===== config.mk =====
export PLATFORM = sky130hd
export DESIGN_NAME = fcr_ctrl_views
export DESIGN_NICKNAME = d
export VERILOG_FILES = /design/src/rtl/fcr_pkg.sv /design/src/rtl/fcr_view_decode.sv /design/src/rtl/fcr_read_pack.sv /design/src/rtl/fcr_write_merge.sv /design/src/rtl/fcr_ctrl_views.sv
export SDC_FILE = /design/constraint.sdc
export NUM_CORES = 1
export LEC_CHECK = 0
export ABC_AREA = 1
export CELL_PAD_IN_SITES_DETAIL_PLACEMENT = 2
export CELL_PAD_IN_SITES_GLOBAL_PLACEMENT = 2
export CORE_AREA = 2 2 103 105
export DETAILED_ROUTE_END_ITERATION = 8
export DIE_AREA = 0 0 105 107
export DONT_BUFFER_PORTS = 1
export GPL_TIMING_DRIVEN = 0
export PLACE_DENSITY = 0.76
export SLEW_MARGIN = 5
export SYNTH_ARGS = -nofsm -noshare
export SYNTH_HDL_FRONTEND = slang
export SYNTH_SLANG_ARGS = --single-unit
export TNS_END_PERCENT = 1

===== constraint.sdc =====
create_clock -name clk -period 1.1 [get_ports clk]
set_input_delay 0.22 -clock clk [delete_from_list [all_inputs] [get_ports clk]]
set_output_delay 0.22 -clock clk [all_outputs]
set_load 0.02 [all_outputs]

===== src/rtl/fcr_pkg.sv =====
package fcr_pkg;
  localparam int unsigned FCR_W    = 32;
  localparam int unsigned IDX_W    = 5;
  localparam int unsigned NCC      = 8;
  // field placement inside FCSR
  localparam int unsigned CC0_POS  = 23;
  localparam int unsigned CCH_LO   = 25;
  localparam int unsigned CCH_W    = NCC - 1;
  localparam int unsigned FS_POS   = 24;
  localparam int unsigned CAUSE_LO = 12;
  localparam int unsigned CAUSE_W  = 6;
  localparam int unsigned FLAG_LO  = 2;
  localparam int unsigned FLAG_W   = 5;
  localparam int unsigned EN_LO    = 7;
  localparam int unsigned EN_W     = 5;
  localparam int unsigned RM_W     = 2;

  typedef enum logic [2:0] {
    V_IMPL = 3'd0,
    V_CC   = 3'd1,
    V_EXC  = 3'd2,
    V_MODE = 3'd3,
    V_FULL = 3'd4,
    V_BAD  = 3'd5
  } view_e;
endpackage


===== src/rtl/fcr_view_decode.sv =====
module fcr_view_decode
  import fcr_pkg::*;
#(
  parameter int unsigned IDX_IMPL = 0,
  parameter int unsigned IDX_CC   = 25,
  parameter int unsigned IDX_EXC  = 26,
  parameter int unsigned IDX_MODE = 28,
  parameter int unsigned IDX_FULL = 31
) (
  input  logic [IDX_W-1:0] idx,
  output view_e            view
);
  always_comb begin
    if (idx == IDX_W'(IDX_IMPL))      view = V_IMPL;
    else if (idx == IDX_W'(IDX_CC))   view = V_CC;
    else if (idx == IDX_W'(IDX_EXC))  view = V_EXC;
    else if (idx == IDX_W'(IDX_MODE)) view = V_MODE;
    else if (idx == IDX_W'(IDX_FULL)) view = V_FULL;
    else                              view = V_BAD;
  end
endmodule


===== src/rtl/fcr_read_pack.sv =====
module fcr_read_pack
  import fcr_pkg::*;
(
  input  view_e            view,
  input  logic [FCR_W-1:0] fcsr,
  input  logic [FCR_W-1:0] impl_id,
  output logic [FCR_W-1:0] data
);
  always_comb begin
    data = '0;
    unique case (view)
      V_IMPL: data = impl_id;
      V_FULL: data = fcsr;
      V_CC: begin
        data[CCH_W:1] = fcsr[CCH_LO +: CCH_W];
        data[0]       = fcsr[CC0_POS];
      end
      V_EXC: begin
        data[CAUSE_LO +: CAUSE_W] = fcsr[CAUSE_LO +: CAUSE_W];
        data[FLAG_LO  +: FLAG_W]  = fcsr[FLAG_LO  +: FLAG_W];
      end
      V_MODE: begin
        data[EN_LO +: EN_W] = fcsr[EN_LO +: EN_W];
        data[2]             = fcsr[FS_POS];
        data[RM_W-1:0]      = fcsr[RM_W-1:0];
      end
      default: data = '0;
    endcase
  end
endmodule


===== src/rtl/fcr_write_merge.sv =====
module fcr_write_merge
  import fcr_pkg::*;
(
  input  view_e              view,
  input  logic               wr_en,
  input  logic [FCR_W-1:0]   cur,
  input  logic [FCR_W-1:0]   wdata,
  input  logic               hw_en,
  input  logic [CAUSE_W-1:0] hw_cause,
  input  logic [FLAG_W-1:0]  hw_flags,
  output logic [FCR_W-1:0]   nxt
);
  always_comb begin
    nxt = cur;
    if (wr_en) begin
      unique case (view)
        V_FULL: nxt = wdata;
        V_CC: begin
          nxt[CCH_LO +: CCH_W] = wdata[CCH_W:1];
          nxt[CC0_POS]         = wdata[0];
        end
        V_EXC: begin
          nxt[CAUSE_LO +: CAUSE_W] = wdata[CAUSE_LO +: CAUSE_W];
          nxt[FLAG_LO  +: FLAG_W]  = wdata[FLAG_LO  +: FLAG_W];
        end
        V_MODE: begin
          nxt[EN_LO +: EN_W] = wdata[EN_LO +: EN_W];
          nxt[FS_POS]        = wdata[2];
          nxt[RM_W-1:0]      = wdata[RM_W-1:0];
        end
        default: ;
      endcase
    end
    // hardware exception report lands on top of any software write
    if (hw_en) begin
      nxt[CAUSE_LO +: CAUSE_W] = hw_cause;
      nxt[FLAG_LO  +: FLAG_W]  = nxt[FLAG_LO +: FLAG_W] | hw_flags;
    end
  end
endmodule


===== src/rtl/fcr_ctrl_views.sv =====
module fcr_ctrl_views
  import fcr_pkg::*;
#(
  parameter logic [31:0] IMPL_ID  = 32'h0001_3A20,
  parameter int unsigned IDX_IMPL = 0,
  parameter int unsigned IDX_CC   = 25,
  parameter int unsigned IDX_EXC  = 26,
  parameter int unsigned IDX_MODE = 28,
  parameter int unsigned IDX_FULL = 31
) (
  input  logic                clk,
  input  logic                rst,
  input  logic                cr_rd,
  input  logic                cr_wr,
  input  logic [IDX_W-1:0]    cr_idx,
  input  logic [FCR_W-1:0]    cr_wdata,
  input  logic                hw_upd,
  input  logic [CAUSE_W-1:0]  hw_cause,
  input  logic [FLAG_W-1:0]   hw_flags,
  output logic [FCR_W-1:0]    cr_rdata,
  output logic                cr_rvalid,
  output logic                cr_err,
  output logic [NCC-1:0]      fcc
);
  view_e            view;
  logic [FCR_W-1:0] fcsr_q;
  logic [FCR_W-1:0] fcsr_d;
  logic [FCR_W-1:0] rd_word;
  logic             bad_acc;

  fcr_view_decode #(
    .IDX_IMPL(IDX_IMPL), .IDX_CC(IDX_CC), .IDX_EXC(IDX_EXC),
    .IDX_MODE(IDX_MODE), .IDX_FULL(IDX_FULL)
  ) u_dec (
    .idx (cr_idx),
    .view(view)
  );

  fcr_read_pack u_rd (
    .view   (view),
    .fcsr   (fcsr_q),
    .impl_id(IMPL_ID),
    .data   (rd_word)
  );

  fcr_write_merge u_wr (
    .view    (view),
    .wr_en   (cr_wr),
    .cur     (fcsr_q),
    .wdata   (cr_wdata),
    .hw_en   (hw_upd),
    .hw_cause(hw_cause),
    .hw_flags(hw_flags),
    .nxt     (fcsr_d)
  );

  assign bad_acc = ((cr_rd || cr_wr) && view == V_BAD) || (cr_wr && view == V_IMPL);

  always_ff @(posedge clk) begin
    if (rst) begin
      fcsr_q    <= '0;
      cr_rdata  <= '0;
      cr_rvalid <= 1'b0;
      cr_err    <= 1'b0;
    end else begin
      fcsr_q    <= fcsr_d;
      cr_rvalid <= cr_rd;
      cr_err    <= bad_acc;
      if (cr_rd) cr_rdata <= rd_word;
    end
  end

  generate
    for (genvar k = 0; k < NCC; k++) begin : g_cc
      if (k == 0) begin : g_c0
        assign fcc[k] = fcsr_q[CC0_POS];
      end else begin : g_ch
        assign fcc[k] = fcsr_q[CCH_LO + k - 1];
      end
    end
  endgenerate

  // a full-register write without hardware update is seen verbatim
  p_full_write_r3: assert property (@(posedge clk) disable iff (rst)
    (cr_wr && view == V_FULL && !hw_upd) |=> fcsr_q == $past(cr_wdata));

  // condition codes follow a full-register write
  p_cc_follow_r11: assert property (@(posedge clk) disable iff (rst)
    (cr_wr && view == V_FULL && !hw_upd) |=>
      fcc == {$past(cr_wdata[31:25]), $past(cr_wdata[23])});

  // an exception-view write keeps every bit outside its fields
  p_exc_keep_r7: assert property (@(posedge clk) disable iff (rst)
    (cr_wr && view == V_EXC && !hw_upd) |=>
      (fcsr_q[31:18] == $past(fcsr_q[31:18])) &&
      (fcsr_q[11:7] == $past(fcsr_q[11:7])) &&
      (fcsr_q[1:0] == $past(fcsr_q[1:0])));

  // bad register number flags an error and leaves state alone
  p_bad_err_r10: assert property (@(posedge clk) disable iff (rst)
    ((cr_rd || cr_wr) && view == V_BAD) |=> cr_err);

  p_bad_hold_r10: assert property (@(posedge clk) disable iff (rst)
    (cr_wr && view == V_BAD && !hw_upd) |=> $stable(fcsr_q));

  // read data valid one cycle after the strobe
  p_rvalid_r12: assert property (@(posedge clk) disable iff (rst)
    cr_rd |=> cr_rvalid);

  // flags reported by hardware are present afterwards
  p_flag_sticky_r13: assert property (@(posedge clk) disable iff (rst)
    hw_upd |=> ((fcsr_q[6:2] & $past(hw_flags)) == $past(hw_flags)));
endmodule


== Word-level counts from Yosys, hierarchy flattened ==
Index checks and enable logic that the tools add are counted.
Operators by class
  add/subtract/negate cells: 0
  multiply operators: 0
  div/mod/pow operators: 0
  $lt $le $gt $ge: 0
  equality and inequality tests: 9
  shift operators: 0
  multiplexer cells: 22
  bitwise logic cells: 1
  reduce and logical (&&, ||, !) cells: 17
Operator list (count)
  $eq 5x5->1 const B: 4
  $mux 18: 1
  $mux 5: 3
  $mux 14: 1
  $pmux 7 s2: 1
  $mux 3: 4
  $mux 6: 2
  $pmux 4 s3: 1
  $pmux 6 s2: 1
  $reduce_and 2->1: 5
  $pmux 4 s2: 1
  $reduce_bool 2->1: 4
  $eq 3x2->1 const B: 2
  $eq 3x3->1 const B: 2
  $pmux 1 s2: 3
  $logic_not 5->1: 1
  $or 5x5->5: 1
  $pmux 2 s2: 1
  $reduce_or 2->1: 2
  $eq 3x1->1 const B: 1
  $logic_not 3->1: 1
  $pmux 1 s3: 1
  $logic_and 1x1->1: 2
  $logic_or 1x1->1: 2
  other kinds (2): 2
Storage, ports and cells
  register bits: 66
  latch bits: 0
  bits in writable memories: 0
  memory bits (read-only): 0
  bits of input ports: 53
  output and inout port bits: 42
  memories kept: 0

== Depth between registers and ports, before layout ==
  depth in word-level cells: 12
  depth in mapped cells: 9

== Cells and area by module ==
A second synthesis with hierarchy kept.
Unflattened totals
  cell total of the unflattened synthesis: 583
  area, all modules: 3758.6 um^2
By module, submodules not included
  fcr_ctrl_views: times used 1, cells each 260, area an instance 2307.2 um^2
  fcr_write_merge: times used 1, cells each 177, area an instance 787.0 um^2
  fcr_read_pack: times used 1, cells each 126, area an instance 575.6 um^2
  fcr_view_decode: times used 1, cells each 20, area an instance 88.8 um^2

== Least setup slack after synthesis ==
OpenSTA, ideal clock, no wires.
  path kind: input to register
  start: input cr_idx[2]
  end: register fcsr_q[4]
  setup time: 110 ps
  data arrival time: 1013 ps
  data required time: 990 ps
  slack: -23 ps
  cell stages on the path: 9
  cells stage by stage: inv_1 > nand3_1 > nand2_1 > nand3_2 > buf_6 > nand2_1 > nand3_1 > nand2_1 > inv_1
Between the ends
  word-level cells in the longest chain between the ends: 12
  elaborated cells on any way between the ends: 17
  those cells by class: eq/ne: 6; mux: 8; bitwise: 1; reduce/logical: 2
RTL lines
  from (decl): RTL line fcr_ctrl_views.sv:15  | input logic [IDX_W-1:0] cr_idx,
  $eq 5x5->1: RTL line fcr_view_decode.sv:18  | else if (idx == IDX_W'(IDX_FULL)) view = V_FULL;
  $mux 1: RTL line fcr_view_decode.sv:18
  $mux 3: RTL line fcr_view_decode.sv:17  | else if (idx == IDX_W'(IDX_MODE)) view = V_MODE;
  $mux 3: RTL line fcr_view_decode.sv:16  | else if (idx == IDX_W'(IDX_EXC)) view = V_EXC;
  $mux 3: RTL line fcr_view_decode.sv:15  | else if (idx == IDX_W'(IDX_CC)) view = V_CC;
  $mux 3 *: RTL line fcr_view_decode.sv:14  | if (idx == IDX_W'(IDX_IMPL)) view = V_IMPL;
  $eq 3x2->1 / $eq 3x3->1 (equally long branches): RTL line fcr_write_merge.sv:16  | unique case (view)
  $reduce_or 2->1 (no source line) *
  $mux 5 *: RTL line fcr_write_merge.sv:16
  $mux 18 *: RTL line fcr_write_merge.sv:15  | if (wr_en) begin
  $or 5x5->5: RTL line fcr_write_merge.sv:37  | nxt[FLAG_LO +: FLAG_W] = nxt[FLAG_LO +: FLAG_W] | hw_flags;
  $mux 5 *: RTL line fcr_write_merge.sv:35  | if (hw_en) begin
  to (signal assigned): RTL line fcr_ctrl_views.sv:66  | fcsr_q <= fcsr_d;
  to (decl): RTL line fcr_ctrl_views.sv:26  | logic [FCR_W-1:0] fcsr_q;
Every way passes the cells marked *; elsewhere a longest branch is shown, timed or not. The select of a mux whose other input is x is not followed.
A chain may end at the register's enable or synchronous reset.

== Worst setup path after layout ==
  start: register fcsr_q[30]
  end: output fcc[6]
RTL lines
  to (decl): RTL line fcr_ctrl_views.sv:23  | output logic [NCC-1:0] fcc
No word-level cell between the ends.

==> impl_results.md <==
- Synthesis-stage register bit count: 66
- Worst Slack Setup Final: 0.0353 ns
- Max Fclk: 939 MHz
- Worst Reg2Reg Path Length in Cells: 2
- Clock Skew: 0.00485 ns
- Count leader, synth: nand2_1
- Largest net degree at the start of global routing: 13
- TritonCTS Sinks: 66
- ANT cells: 0
- Combinational share of power: 7.8%
- Post-synthesis cell area: 0.00295 mm²
- Final Cycle Share: 96.8%
- Post-route cell area: 0.00341 mm²
- Unrepaired setup endpoints after global routing: true
- Die X-Extent: 105 µm
- Worst Max-Slew Pin Slew: 0.623 ns
- Starting Density: 29.2%
- Die height: 107 µm
- Final net count: 482
- Worst Path Arrival: 0.84 ns
- Distinct cell type count after synthesis: 22
- Worst Hold Class: input pin to flip-flop
- CP Launch Type: flip-flop
- Worst path slowest cell: dfxtp_2
- Yosys warns: 0
- Wire per inst: 18.2 µm
- Drt first pass iters: 4
- Psw: 1.40 mW
- Total placed cells including tap cells: 554
- Register area share after synthesis: 44.9%
- Worst hold margin: 0.0310 ns
- Clock network power share: 44.3%
- Number of enable flip-flop cells after synthesis: 0
- DRC viols: 0
- Setup-failing EPs final: 0
- Crit Path Max Fanout: 4
- Initial DRC Count: 81
- Maxcap violations: 0
- Cells after synthesis: 418
- Cell row count: 37
- Placed instance area: 0.00312 mm²
- Hold Path Cell Cnt: 2
- Min Tclk post-route: 1.06 ns
- Crit path depth: 1
- Pre-CTS setup slack: -0.406 ns
- Static Leak: 1.38 nW
- Initial antenna violation count: 0
- CP Class: flip-flop to output port
- Switch share: 26.2%
- Layout cells sized above 1: 14.5%
- PortBufs: 0
- Synthesized area per cell: 7.05 µm²
- DIE AREA: 0.0112 mm²
- Pint: 3.93 mW
- Final hold vios: 0
- Clock root cell: clkbuf_8
- Synth async-reset ratio: 0%
- Overall routing resource usage: 18.8%
- Syn_nets: 471
- Via count: 2849
- Detail Route Antenna Nets: 0
- Seq pwr share: 47.9%
- CTS max path bufs: 2
- Synth top cells by count: nand2_1 (123), dfxtp_1 (66), a21oi_1 (47)
- Worst-path clk slew: 0.08 ns
- Crit-path leading delay family: flip-flops
- Post-Route WL: 10400 µm
- Worst-path cell chain: buf_6
- Worst-Skew Late Latency: 0.35 ns
- Grt ovf: 0
- Share of the synthesized area in the top cell type: 44.9%
- Critical path required time: 0.88 ns
- Maximum VDD drop: 0.000461 V
- Critical Path Max Stage Delay: 0.37 ns
- Outcome: finished clean
- Post-route insts no fill: 570
- CP bufs+invs: 1
- First-pass GRT wire length: 16300 µm
- Synth Flop Type: dfxtp_1
- DP HPWL: 7980 µm
- Post-CTS setup buffer count: 0
- GPL Wtd Cong: 0.778
- Core area: 0.0101 mm²
- Area growth, synth to finish: 15.9%
- H-tree levels: 3
- Synth top area cells: dfxtp_1 (45%), nand2_1 (16%), a21oi_1 (8.0%)
- Endpoint class of the critical path: output port
- Slew Viols, Final: 0
- Post-DR vias/cell: 5.00
- Vias in the first global route: 3071
- I/O Pins: 95
- Yosys top cell by area: dfxtp_1
- CTS tree: yes
- PD cells: 1560 mW/mm²
- Rel. slew slack: 58.5%
- Cts bufs inserted: 9
- CTS Hold Bufs: 0
[placed cells by master, fill, tap and decap left out, types with 5 or more instances in the layout]
cell / count
inv_1: 19
buf_6: 11
buf_2: 5
clkbuf_8: 10
nor2_1: 26
dfxtp_2: 7
a21oi_1: 47
o21ai_0: 37
nand2_1: 121
clkbuf_1: 11
dfxtp_1: 56
nand3_1: 40
[flip-flops by register name (all words and copies together) (netlist names)]
name / cells
cr_rdata: 32
cr_rvalid: 1
cr_err: 1
fcsr_q: 32
[per-stage QoR]
stage	util [%]	setup TNS (ns)	power, mW
after global placement	30.9	-15.95	3.00
after CTS	33.5	0	5.38
after floorplan	-	-0.0121	2.89
final	33.8	0	5.32
after detailed placement	30.9	-19.38	3.02
after global routing	33.8	-0.0908	5.54
[path summary, 6_finish.rpt]
check,from,to,slack (ns)
max,fcsr_q[30],fcc[6],0.04
min reg2reg,fcsr_q[10],cr_rdata[10],0.47
max reg2reg,cr_rdata[0],cr_rdata[0],0.27
min,cr_wdata[7],fcsr_q[7],0.03
[power by group through the flow]
stage | combinational [mW] | sequential (mW) | clock (mW)
detailed placement | 0.408 | 2.61 | 0
global route | 0.472 | 2.56 | 2.51
finish | 0.414 | 2.55 | 2.36
floorplan | 0.296 | 2.59 | 0
CTS | 0.417 | 2.55 | 2.41
global placement | 0.390 | 2.61 | 0
[cell families (layout without fill, tap and decap cells)]
kind of cell,Yosys count,after routing,share of synthesized area (%)
AO/OA/AOI/OAI,94,94,16.4
AND/OR/NAND/NOR,201,201,28.8
buffers and inverters,57,73,9.94
flip-flops,66,66,44.9
[layer usage]
layer / routed length, µm / global-route usage [%] / vias up / part of all wire (%)
li1: - / - / 1379 / -
met1: 4190 / 21.8 / 1387 / 40
met2: 5380 / 33.6 / 72 / 52
met3: 686 / 5.41 / 11 / 6.6
met4: 123 / 5.71 / 0 / 1.2
met5: 0 / 0 / - / 0
[final cells by class]
cell class | instances | area [µm²]
plain buffers | 32 | 223
clock buffers | 10 | 138
clock inverters | 6 | 88.8
fillers | 1251 | 6680
inverters | 25 | 98.8
multi-input cells | 295 | 1350
flip-flops and latches | 66 | 1340
well taps | 136 | 170
[what timing repair did]
action | in CTS | in global routing
gates resized for setup | 16 | 13
endpoints found under the setup margin | 11 | 45
pin swaps | 0 | 1
Power figures use the tool's default switching activity.
